**src/rtl/simt_rs_pkg.sv**
```systemverilog
package simt_rs_pkg;
    typedef enum logic [1:0] {
        BR_NONE    = 2'd0,
        BR_UNIFORM = 2'd1,
        BR_SPLIT   = 2'd2
    } br_kind_e;
endpackage

```
**src/rtl/rs_path_split.sv**
```systemverilog
module rs_path_split
    import simt_rs_pkg::*;
#(
    parameter int LANES = 32,
    parameter int PC_W  = 32
) (
    input  logic [LANES-1:0] top_mask,
    input  logic [LANES-1:0] taken_mask,
    input  logic [PC_W-1:0]  target_pc,
    input  logic [PC_W-1:0]  fall_pc,
    input  logic [PC_W-1:0]  reconv_pc,
    output br_kind_e         kind,
    output logic [PC_W-1:0]  uni_pc,
    output logic [1:0]       n_paths,
    output logic [PC_W-1:0]  p1_pc,
    output logic [LANES-1:0] p1_mask,
    output logic [PC_W-1:0]  p2_pc,
    output logic [LANES-1:0] p2_mask
);
    logic [LANES-1:0] tk_m;
    logic [LANES-1:0] nt_m;
    logic             fall_live;
    logic             tgt_live;

    always_comb begin
        tk_m      = top_mask & taken_mask;
        nt_m      = top_mask & ~taken_mask;
        kind      = ((|tk_m) && (|nt_m)) ? BR_SPLIT : BR_UNIFORM;
        uni_pc    = (|tk_m) ? target_pc : fall_pc;
        fall_live = (fall_pc != reconv_pc);
        tgt_live  = (target_pc != reconv_pc);
        n_paths   = 2'd0;
        p1_pc     = fall_pc;
        p1_mask   = nt_m;
        p2_pc     = target_pc;
        p2_mask   = tk_m;
        if (fall_live && tgt_live) begin
            n_paths = 2'd2;
        end else if (fall_live) begin
            n_paths = 2'd1;
        end else if (tgt_live) begin
            n_paths = 2'd1;
            p1_pc   = target_pc;
            p1_mask = tk_m;
        end
    end
endmodule

```
**src/rtl/rs_entry_file.sv**
```systemverilog
module rs_entry_file #(
    parameter int          DEPTH    = 8,
    parameter int          LANES    = 32,
    parameter int          PC_W     = 32,
    parameter logic [PC_W-1:0] RESET_PC = '0,
    localparam int         SP_W     = $clog2(DEPTH),
    localparam int         ENT_W    = 2 * PC_W + LANES + 1
) (
    input  logic             clk,
    input  logic             rst_n,
    input  logic [SP_W-1:0]  rd_idx,
    output logic [ENT_W-1:0] rd_ent,
    input  logic             w0_en,
    input  logic [SP_W-1:0]  w0_idx,
    input  logic [ENT_W-1:0] w0_ent,
    input  logic             w1_en,
    input  logic [SP_W-1:0]  w1_idx,
    input  logic [ENT_W-1:0] w1_ent,
    input  logic             w2_en,
    input  logic [SP_W-1:0]  w2_idx,
    input  logic [ENT_W-1:0] w2_ent
);
    localparam logic [ENT_W-1:0] BOTTOM_ENT = {RESET_PC, {LANES{1'b1}}, {PC_W{1'b0}}, 1'b0};

    logic [ENT_W-1:0] slot_d [DEPTH];
    logic [ENT_W-1:0] slot_q [DEPTH];

    for (genvar i = 0; i < DEPTH; i++) begin : g_slot
        always_comb begin
            slot_d[i] = slot_q[i];
            if (w0_en && (w0_idx == SP_W'(i))) slot_d[i] = w0_ent;
            if (w1_en && (w1_idx == SP_W'(i))) slot_d[i] = w1_ent;
            if (w2_en && (w2_idx == SP_W'(i))) slot_d[i] = w2_ent;
        end

        always_ff @(posedge clk or negedge rst_n) begin
            if (!rst_n) begin
                slot_q[i] <= (i == 0) ? BOTTOM_ENT : '0;
            end else begin
                slot_q[i] <= slot_d[i];
            end
        end
    end

    assign rd_ent = slot_q[rd_idx];
endmodule

```
**src/rtl/simt_reconv_stack.sv**
```systemverilog
module simt_reconv_stack
    import simt_rs_pkg::*;
#(
    parameter int          PC_W     = 32,
    parameter int          LANES    = 32,
    parameter int          DEPTH    = 8,
    parameter logic [PC_W-1:0] RESET_PC = '0
) (
    input  logic             clk,
    input  logic             rst_n,
    input  logic             br_valid,
    input  logic [LANES-1:0] br_taken_mask,
    input  logic [PC_W-1:0]  br_target,
    input  logic [PC_W-1:0]  br_fallthru,
    input  logic [PC_W-1:0]  br_reconv,
    input  logic             adv_valid,
    input  logic [PC_W-1:0]  adv_pc,
    output logic [PC_W-1:0]  fetch_pc,
    output logic [LANES-1:0] lane_mask,
    output logic             overflow
);
    localparam int SP_W  = $clog2(DEPTH);
    localparam int ENT_W = 2 * PC_W + LANES + 1;

    typedef struct packed {
        logic [PC_W-1:0]  nxt;
        logic [LANES-1:0] msk;
        logic [PC_W-1:0]  rpc;
        logic             rok;
    } ent_t;

    typedef struct packed {
        logic [SP_W-1:0] sp;
        logic            ovf;
    } ctl_t;

    ctl_t st_d, st_q;

    ent_t             top;
    logic [ENT_W-1:0] top_raw;
    logic [PC_W-1:0]  top_rpc;
    logic             top_rok;

    br_kind_e         kind;
    logic [PC_W-1:0]  uni_pc;
    logic [1:0]       n_paths;
    logic [PC_W-1:0]  p1_pc, p2_pc;
    logic [LANES-1:0] p1_mask, p2_mask;

    logic             w0_en, w1_en, w2_en;
    logic [SP_W-1:0]  w1_idx, w2_idx;
    ent_t             w0_ent, w1_ent, w2_ent;

    logic             collapse;
    logic [SP_W-1:0]  base;
    logic [PC_W-1:0]  redir_pc;
    logic             redir;

    rs_entry_file #(
        .DEPTH   (DEPTH),
        .LANES   (LANES),
        .PC_W    (PC_W),
        .RESET_PC(RESET_PC)
    ) u_file (
        .clk   (clk),
        .rst_n (rst_n),
        .rd_idx(st_q.sp),
        .rd_ent(top_raw),
        .w0_en (w0_en),
        .w0_idx(st_q.sp),
        .w0_ent(w0_ent),
        .w1_en (w1_en),
        .w1_idx(w1_idx),
        .w1_ent(w1_ent),
        .w2_en (w2_en),
        .w2_idx(w2_idx),
        .w2_ent(w2_ent)
    );

    assign top     = ent_t'(top_raw);
    assign top_rpc = top.rpc;
    assign top_rok = top.rok;

    rs_path_split #(
        .LANES(LANES),
        .PC_W (PC_W)
    ) u_split (
        .top_mask  (top.msk),
        .taken_mask(br_taken_mask),
        .target_pc (br_target),
        .fall_pc   (br_fallthru),
        .reconv_pc (br_reconv),
        .kind      (kind),
        .uni_pc    (uni_pc),
        .n_paths   (n_paths),
        .p1_pc     (p1_pc),
        .p1_mask   (p1_mask),
        .p2_pc     (p2_pc),
        .p2_mask   (p2_mask)
    );

    always_comb begin
        st_d     = st_q;
        w0_en    = 1'b0;
        w1_en    = 1'b0;
        w2_en    = 1'b0;
        w0_ent   = top;
        collapse = top.rok && (br_reconv == top.rpc);
        base     = collapse ? (st_q.sp - SP_W'(1)) : st_q.sp;
        w1_idx   = base + SP_W'(1);
        w2_idx   = base + SP_W'(2);
        w1_ent   = '{nxt: p1_pc, msk: p1_mask, rpc: br_reconv, rok: 1'b1};
        w2_ent   = '{nxt: p2_pc, msk: p2_mask, rpc: br_reconv, rok: 1'b1};
        redir    = 1'b0;
        redir_pc = adv_pc;

        if (br_valid) begin
            if (kind == BR_SPLIT) begin
                if ((int'(base) + int'(n_paths)) > (DEPTH - 1)) begin
                    st_d.ovf = 1'b1;
                end else begin
                    if (!collapse) begin
                        w0_en      = 1'b1;
                        w0_ent.nxt = br_reconv;
                    end
                    w1_en   = (n_paths != 2'd0);
                    w2_en   = (n_paths == 2'd2);
                    st_d.sp = base + SP_W'(n_paths);
                end
            end else begin
                redir    = 1'b1;
                redir_pc = uni_pc;
            end
        end else if (adv_valid) begin
            redir = 1'b1;
        end

        if (redir) begin
            if (top.rok && (redir_pc == top.rpc)) begin
                st_d.sp = st_q.sp - SP_W'(1);
            end else begin
                w0_en      = 1'b1;
                w0_ent.nxt = redir_pc;
            end
        end
    end

    always_ff @(posedge clk or negedge rst_n) begin
        if (!rst_n) begin
            st_q <= '0;
        end else begin
            st_q <= st_d;
        end
    end

    assign fetch_pc  = top.nxt;
    assign lane_mask = top.msk;
    assign overflow  = st_q.ovf;
endmodule

```
**config.mk**
```make
export PLATFORM = sky130hd
export DESIGN_NAME = simt_reconv_stack
export DESIGN_NICKNAME = d
export VERILOG_FILES = /design/src/rtl/simt_rs_pkg.sv /design/src/rtl/rs_path_split.sv /design/src/rtl/rs_entry_file.sv /design/src/rtl/simt_reconv_stack.sv
export SDC_FILE = /design/constraint.sdc
export NUM_CORES = 2
export LEC_CHECK = 0
export ABC_CLOCK_PERIOD_IN_PS = 8580
export BUFFER_PORTS_ARGS = -buffer_cell sky130_fd_sc_hd__buf_2
export CAP_MARGIN = 20
export CELL_PAD_IN_SITES_DETAIL_PLACEMENT = 2
export CELL_PAD_IN_SITES_GLOBAL_PLACEMENT = 2
export CORE_AREA = 4 4 362 364
export CTS_CLUSTER_SIZE = 20
export DETAILED_ROUTE_END_ITERATION = 10
export DIE_AREA = 0 0 366 368
export HOLD_SLACK_MARGIN = 0.12
export PLACE_DENSITY_LB_ADDON = 0.1
export SLEW_MARGIN = 20
export SYNTH_ARGS = -nofsm -noshare
export SYNTH_HDL_FRONTEND = slang
export SYNTH_SLANG_ARGS = --single-unit
```
**constraint.sdc**
```tcl
create_clock -name clk -period 8.58 [get_ports clk]
set_input_delay 1.716 -clock clk [delete_from_list [all_inputs] [get_ports clk]]
set_output_delay 1.716 -clock clk [all_outputs]
set_load 0.01 [all_outputs]
```
### Yosys cells after proc, flatten, opt, wreduce, memory -nomap -nowiden

Index checks and enable logic that the tools add are counted.

| word-level totals | value |
|---|---|
| register bits | 780 |
| bits in latches | 0 |
| bits in writable memories | 0 |
| memory bits (read-only) | 0 |
| input bits | 164 |
| output and inout bits | 65 |
| memories | 0 |

| operators by class | value |
|---|---|
| $add $sub $neg | 5 |
| multiply operators | 0 |
| div/mod/pow operators | 0 |
| $lt $le $gt $ge | 2 |
| equal/unequal tests | 27 |
| shifts and indexed selects | 0 |
| mux-type cells | 68 |
| bitwise operators | 4 |
| reduce and logical (&&, ||, !) cells | 43 |

Operator list:

| cell | count |
|---|---|
| 2-to-1 mux 97 bit | 26 |
| 2-to-1 mux 32 bit | 15 |
| binary-select mux 97 bit (select 3 bit) | 1 |
| bitwise AND 32 bit | 2 |
| equality test 32 bit | 2 |
| inequality test 32 bit | 2 |
| OR reduction 32 bit | 2 |
| equality test 3 bit (second input constant) | 12 |
| NOT 32 bit | 1 |
| logical AND 1 bit | 28 |
| nonzero test 3 bit | 8 |
| equality test 3 x 2 -> 1 bit (second input constant) | 6 |
| 2-to-1 mux 1 bit | 17 |
| 2-to-1 mux 3 bit | 4 |
| equality test 3 x 1 -> 1 bit (second input constant) | 3 |
| logical NOT 3 bit | 3 |
| 2-to-1 mux 4 bit | 2 |
| 2-to-1 mux 2 bit | 3 |
| adder 3 x 2 -> 4 bit | 1 |
| equality test 2 bit (second input constant) | 2 |
| >= comparator 4 bit (second input constant) | 1 |
| > comparator 4 x 3 -> 1 bit (second input constant) | 1 |
| NOT 3 -> 4 bit | 1 |
| adder 3 x 1 -> 3 bit (second input constant) | 1 |
| other kinds (5) | 5 |

### Depth between registers and ports, before layout

| logic depth | value |
|---|---|
| depth in word-level cells | 19 |
| mapped depth | 26 |
| depth with buffers taken out | 17 |

### Modules after synthesis

From an unflattened synthesis, not the netlist that was laid out.

| second synthesis, totals | value |
|---|---|
| cell total of the unflattened synthesis | 5810 |
| area total of the unflattened synthesis | 56241.4 µm² |

Modules (own cells, without submodules):

| module | instances | cells each | area an instance (µm²) |
|---|---|---|---|
| rs_entry_file | 1 | 5094 | 50677.4 |
| simt_reconv_stack | 1 | 370 | 2800.2 |
| rs_path_split | 1 | 346 | 2763.9 |

### Least setup slack after synthesis

No wires, ideal clock.

| timing | value |
|---|---|
| path kind | register -> register |
| start | register st_q[1] (netlist bit) |
| end | register u_file.slot_q[413] (netlist bit) |
| library setup time | 0.132 ns |
| arrival | 6.192 ns |
| required time | 8.448 ns |
| path slack | 2.256 ns |
| stages on the path, launching flop included | 21 |
| buffers on the path | 10 |
| period minus slack after synthesis | 6.324 ns |
| path through | dfrtp_1 buf_4 buf_6 buf_6 buf_4 buf_2 buf_1 buf_1 clkbuf_1 inv_1 ha_1 mux2i_1 ha_1 a21o_1 a211oi_2 clkbuf_1 o21ai_0 nor2_2 buf_2 mux2i_1 o21ai_1 |

| between the ends | value |
|---|---|
| cells in the longest elaborated chain, start to end | 17 |

Ends and longest elaborated chain:

| item | line | RTL |
|---|---|---|
| start: declaration | simt_reconv_stack.sv:37 | `ctl_t st_d, st_q;` |
| start signal: assignment | simt_reconv_stack.sv:152 | `st_q <= st_d;` |
| parallel branches: the longest is 17 deep, another holds adder 3 x 2 -> 4 bit | - |  |
| end signal: indexed assignment | rs_entry_file.sv:38 | `slot_q[i] <= (i == 0) ? BOTTOM_ENT : '0;` |
| end signal: indexed assignment | rs_entry_file.sv:40 | `slot_q[i] <= slot_d[i];` |
| end: declaration | rs_entry_file.sv:26 | `logic [ENT_W-1:0] slot_q [DEPTH];` |

Several ways; the timed one is not identified. The select of a mux whose other input is x is not followed.
A chain may end at the register's enable or synchronous reset.

### Worst setup path after layout

| timing | value |
|---|---|
| start | register st_q[1] (netlist bit) |
| end | register u_file.slot_q[462] (netlist bit) |

| between the ends | value |
|---|---|
| cells in the longest elaborated chain, start to end | 18 |

Ends and longest elaborated chain:

| item |
|---|
| parallel branches: the longest is 18 deep, another holds adder 3 x 2 -> 4 bit |

Several ways; the timed one is not identified. The select of a mux whose other input is x is not followed.

==> summary.md <==
| Metric | Value |
|---|---|
| Clock tree sinks | `780` |
| Number of cells in the design after placement | `7091` |
| Adder and majority cell fraction of the synthesized area | `0.292%` |
| Total power | `between 20 and 25 mW` |
| Initial Util | `39.0%` |
| Clock power share | `18.8%` |
| Worst slack at placement | `620 ps` |
| Combined area of all synthesized cells | `approximately 50000 µm²` |
| Violation count after the first detailed-route iteration | `5041` |
| Average vias per placed instance | `roughly 6.8` |
| Number of search-and-repair iterations in the first detailed-routing pass | `5` |
| Buffer cell driving the clock tree root | `sky130_fd_sc_hd__clkbuf_16` |
| Vias | `around 50000` |
| Clock transition time at the flip-flop clock pins of the worst setup and hold paths | `around 60 ps` |
| Maximum clock rate | `123 MHz` |
| Detail-routed net length per standard cell | `35.5 µm` |
| Cell area reported after detailed placement | `52600 µm²` |
| Cell count after synthesis | `5630` |
| I/O pin cnt | `229` |
| First-pass GRT wire length | `378000 µm` |
| Width of the chip | `around 370 µm` |
| Die area | `135000 µm²` |
| Worst Path Arrival | `8750 ps` |
| Avg Synthesized Cell Area | `8.82 µm²` |
| Worst-case hold slack | `467 ps` |
| Startpoint type of the worst setup path | `flop` |
| Remaining Overflow, GRT | `0` |
| Count of nets left with antenna violations after detail routing | `0` |
| Number of synthesized flops with an enable pin | `0` |
| Unrepaired setup endpoints after global routing | `false` |
| Period utilization | `95.1%` |
| Yosys synthesis warning count | `0` |
| Combinational family with the most area after synthesis | `compound AO/OA/AOI/OAI gates` |
| Clock tree from TritonCTS | `yes` |
| Clock Tree Buf Depth | `3` |
| Net Sw Frac | `46.9%` |
| FFs w/ async S/R, synth | `100%` |
| Antenna violations before repair | `27` |
| DP Wirelength | `160000 µm` |
| Summed negative setup slack over all endpoints | `0 ps` |
| CTS H-tree depth | `3` |
| Number of buffer cells added on primary ports | `about 230` |
| Total global-route track usage | `around 38%` |
| Unique masters post-synth | `76` |
| Relative max-transition margin | `19.3%` |
| Synth Area in XOR/XNOR | `around 2.3%` |
| Final non-filler cell total | `7290` |
| Simple-gate area share of the yosys netlist | `14.3%` |
| Path type of the worst min-delay path | `flop to flop` |
| Final setup viols | `0` |
| Largest area contributor in the synthesized netlist | `sky130_fd_sc_hd__dfrtp_1` |
| Worst slew pin tran | `1210 ps` |
| Top-area cell type share of the netlist area | `a little under two fifths` |
| Min Tclk post-route | `8160 ps` |
| Final instance area | `56000 µm²` |
| Power density over the cells | `422 nW/µm²` |
| Leakage | `22.7 nW` |
| Proportion of synthesized area in mux cells | `15.4%` |
| Nets | `~5700` |
| Area added between synthesis and finish | `12.8%` |
| Post-cts repair resize count | `0` |
| Combinational Power Share | `around 53%` |
| Placeable core region | `127000 µm²` |
| Maximum Capacitance Violations | `0` |
| Net count of the mapped netlist | `5805` |
| Final core area utilization | `about 44%` |
| Switching power summed over all nets | `around 11 mW` |
| Most frequently used flop master after synthesis | `sky130_fd_sc_hd__dfrtp_1` |
| Routability Congestion | `a little over 0.9` |
| #FFs+latches synth | `a little under 800` |
| Sequential cell area fraction in the yosys report | `39.4%` |
| Setup crit end kind | `flop` |
| Result of the run | `complete, no violations` |
| Std-Cell Rows | `between 100 and 150` |
| Area contributors post-synth | `sky130_fd_sc_hd__dfrtp_1 (38%), sky130_fd_sc_hd__nand2_1 (7.5%), sky130_fd_sc_hd__mux4_2 (7.2%)` |
| Final routed wirelength across all metal layers | `259000 µm` |
| Compound-Gate Fraction of Synth Area | `21.9%` |
| Final count of pins violating max slew | `0` |
| Die height | `between 300 and 400 µm` |
| CP Data Required Time | `approximately 9200 ps` |
| Pin count of the biggest net entering global routing | `150` |
| Share of post-route cells with drive strength above 1 | `18.2%` |
| Residual DRC count | `0` |
| Largest fanout on the critical path | `90` |
| VDD IR-drop max | `between 0.0002 and 0.00025 V` |
| Sequential fraction of design power | `28.0%` |
| Final Worst Setup Slack | `422 ps` |
| Critical path type | `flop to flop` |
| Worst-case clock skew | `50.5 ps` |
| # hold bufs at CTS | `0` |
| Hold violation total from the final report | `0` |
| Clock latency on the worst-skew pair | `~740 ps` |
| Vias in the first global route | `~53000` |
| Total CTS buffers | `100` |
| Internal power | `between 10 and 15 mW` |
| Count of buffers added by post-CTS timing repair for setup | `0` |
state kept, by name (all words and copies together), names as in the netlist:
| signal | flops |
|---|---|
| st_q | 3 |
| u_file.slot_q | 776 |
| overflow | 1 |
critical path, stage by stage (launching register included):
cell and delay (ps):
sky130_fd_sc_hd__dfrtp_4 1020, sky130_fd_sc_hd__buf_4 510, sky130_fd_sc_hd__mux4_2 630, sky130_fd_sc_hd__mux2i_1 710
sky130_fd_sc_hd__xnor2_1 220, sky130_fd_sc_hd__nor4_1 420, sky130_fd_sc_hd__nand4_1 210, sky130_fd_sc_hd__nor4_2 570
sky130_fd_sc_hd__xnor2_1 380, sky130_fd_sc_hd__nor2b_1 510, sky130_fd_sc_hd__nor2b_1 740, sky130_fd_sc_hd__nand2_2 460
sky130_fd_sc_hd__and2_1 430, sky130_fd_sc_hd__o21ai_4 190, sky130_fd_sc_hd__buf_12 440, sky130_fd_sc_hd__nor2_1 80
sky130_fd_sc_hd__a211oi_1 240
worst paths after layout:
| path | slack, ps | start | depth (start not counted) | end |
|---|---|---|---|---|
| max | 420 | st_q[1] | 16 | u_file.slot_q[462] |
| min | 470 | u_file.slot_q[42] | 2 | u_file.slot_q[42] |
| max reg2reg | 420 | st_q[1] | 16 | u_file.slot_q[462] |
| min reg2reg | 470 | u_file.slot_q[42] | 2 | u_file.slot_q[42] |
| max in group asynchronous | 6080 | rst_n | 2 | u_file.slot_q[470] |
| min in group asynchronous | 1000 | rst_n | 1 | u_file.slot_q[201] |
power by group through the flow:
stage | clock, mW | combinational [mW] | sequential, mW
2_1_floorplan | 0 | 7.71 | 6.13
3_3_place_gp | 0 | 11.8 | 6.53
3_5_place_dp | 0 | 12.3 | 6.60
4_1_cts | 4.50 | 12.4 | 6.58
5_1_grt | 4.67 | 13.4 | 6.77
6_report | 4.45 | 12.6 | 6.63
cells by family after synthesis:
kind of cell / Yosys count
AND/OR/NAND/NOR: 1722
AO/OA/AOI/OAI: 1679
flip-flops: 780
buffers and inverters: 755
multiplexers: 550
XOR/XNOR: 133
adder cells (fa/ha/maj): 11
synth_stat cells (7+ instances only):
library cell and n:
sky130_fd_sc_hd__a2111oi_0 8, sky130_fd_sc_hd__dfrtp_1 748, sky130_fd_sc_hd__a22oi_1 37, sky130_fd_sc_hd__mux4_2 159, sky130_fd_sc_hd__buf_1 49, sky130_fd_sc_hd__o221ai_1 18
sky130_fd_sc_hd__o31ai_1 10, sky130_fd_sc_hd__o211ai_1 73, sky130_fd_sc_hd__a22o_1 26, sky130_fd_sc_hd__mux2_2 118, sky130_fd_sc_hd__and3_1 7, sky130_fd_sc_hd__o2bb2ai_1 7
sky130_fd_sc_hd__nor3_1 45, sky130_fd_sc_hd__nand2b_1 17, sky130_fd_sc_hd__nor2_1 452, sky130_fd_sc_hd__ha_1 10, sky130_fd_sc_hd__or2_2 44, sky130_fd_sc_hd__a31oi_1 31
sky130_fd_sc_hd__buf_6 13, sky130_fd_sc_hd__nand3_1 61, sky130_fd_sc_hd__mux2i_1 273, sky130_fd_sc_hd__o21ai_1 198, sky130_fd_sc_hd__or3_1 7, sky130_fd_sc_hd__dfstp_2 32
sky130_fd_sc_hd__o2111ai_1 163, sky130_fd_sc_hd__buf_2 113, sky130_fd_sc_hd__a221o_1 87, sky130_fd_sc_hd__xnor2_1 79, sky130_fd_sc_hd__a21oi_1 487, sky130_fd_sc_hd__nor2b_1 12
sky130_fd_sc_hd__a211o_1 29, sky130_fd_sc_hd__inv_1 139, sky130_fd_sc_hd__nand4_1 17, sky130_fd_sc_hd__o21ai_0 151, sky130_fd_sc_hd__and2_1 19, sky130_fd_sc_hd__buf_4 25
sky130_fd_sc_hd__o22ai_1 153, sky130_fd_sc_hd__o32ai_1 7, sky130_fd_sc_hd__nor4_1 22, sky130_fd_sc_hd__a21o_1 39, sky130_fd_sc_hd__xor2_1 54, sky130_fd_sc_hd__a211oi_1 116
sky130_fd_sc_hd__nand2_1 992, sky130_fd_sc_hd__clkbuf_1 407
per-layer routing:
| layer | part of all wire (%) | up-vias | global-route usage [%] |
|---|---|---|---|
| li1 | - | 20100 | - |
| met1 | 40 | 26300 | 47.6 |
| met2 | 46 | 2397 | 60.7 |
| met3 | 8.1 | 760 | 8.29 |
| met4 | 6.0 | 22 | 18.7 |
| met5 | 0.057 | - | 0 |
final cells by class:
| type | instances | area (µm²) |
|---|---|---|
| Clock buffer | 148 | 3000 |
| Sequential cell | 780 | 19600 |
| Antenna cell | 14 | 35.0 |
| Fill cell | 13800 | 71300 |
| Tap cell | 1662 | 2080 |
| Multi-Input combinational cell | 4095 | 27400 |
| Timing Repair Buffer | 411 | 3010 |
| Inverter | 144 | 541 |
| Clock inverter | 36 | 409 |
cells in the final DEF, fill, tap and decap left out, drive strengths merged, types with 148 or more instances in the layout:
cell / instances
nor2: 456
nand2: 992
o21ai: 351
mux2i: 273
mux4: 159
o22ai: 153
dfrtp: 748
buf: 411
o2111ai: 163
a21oi: 487
clkbuf: 148
No activity file was read; power rests on OpenSTA's default activity.
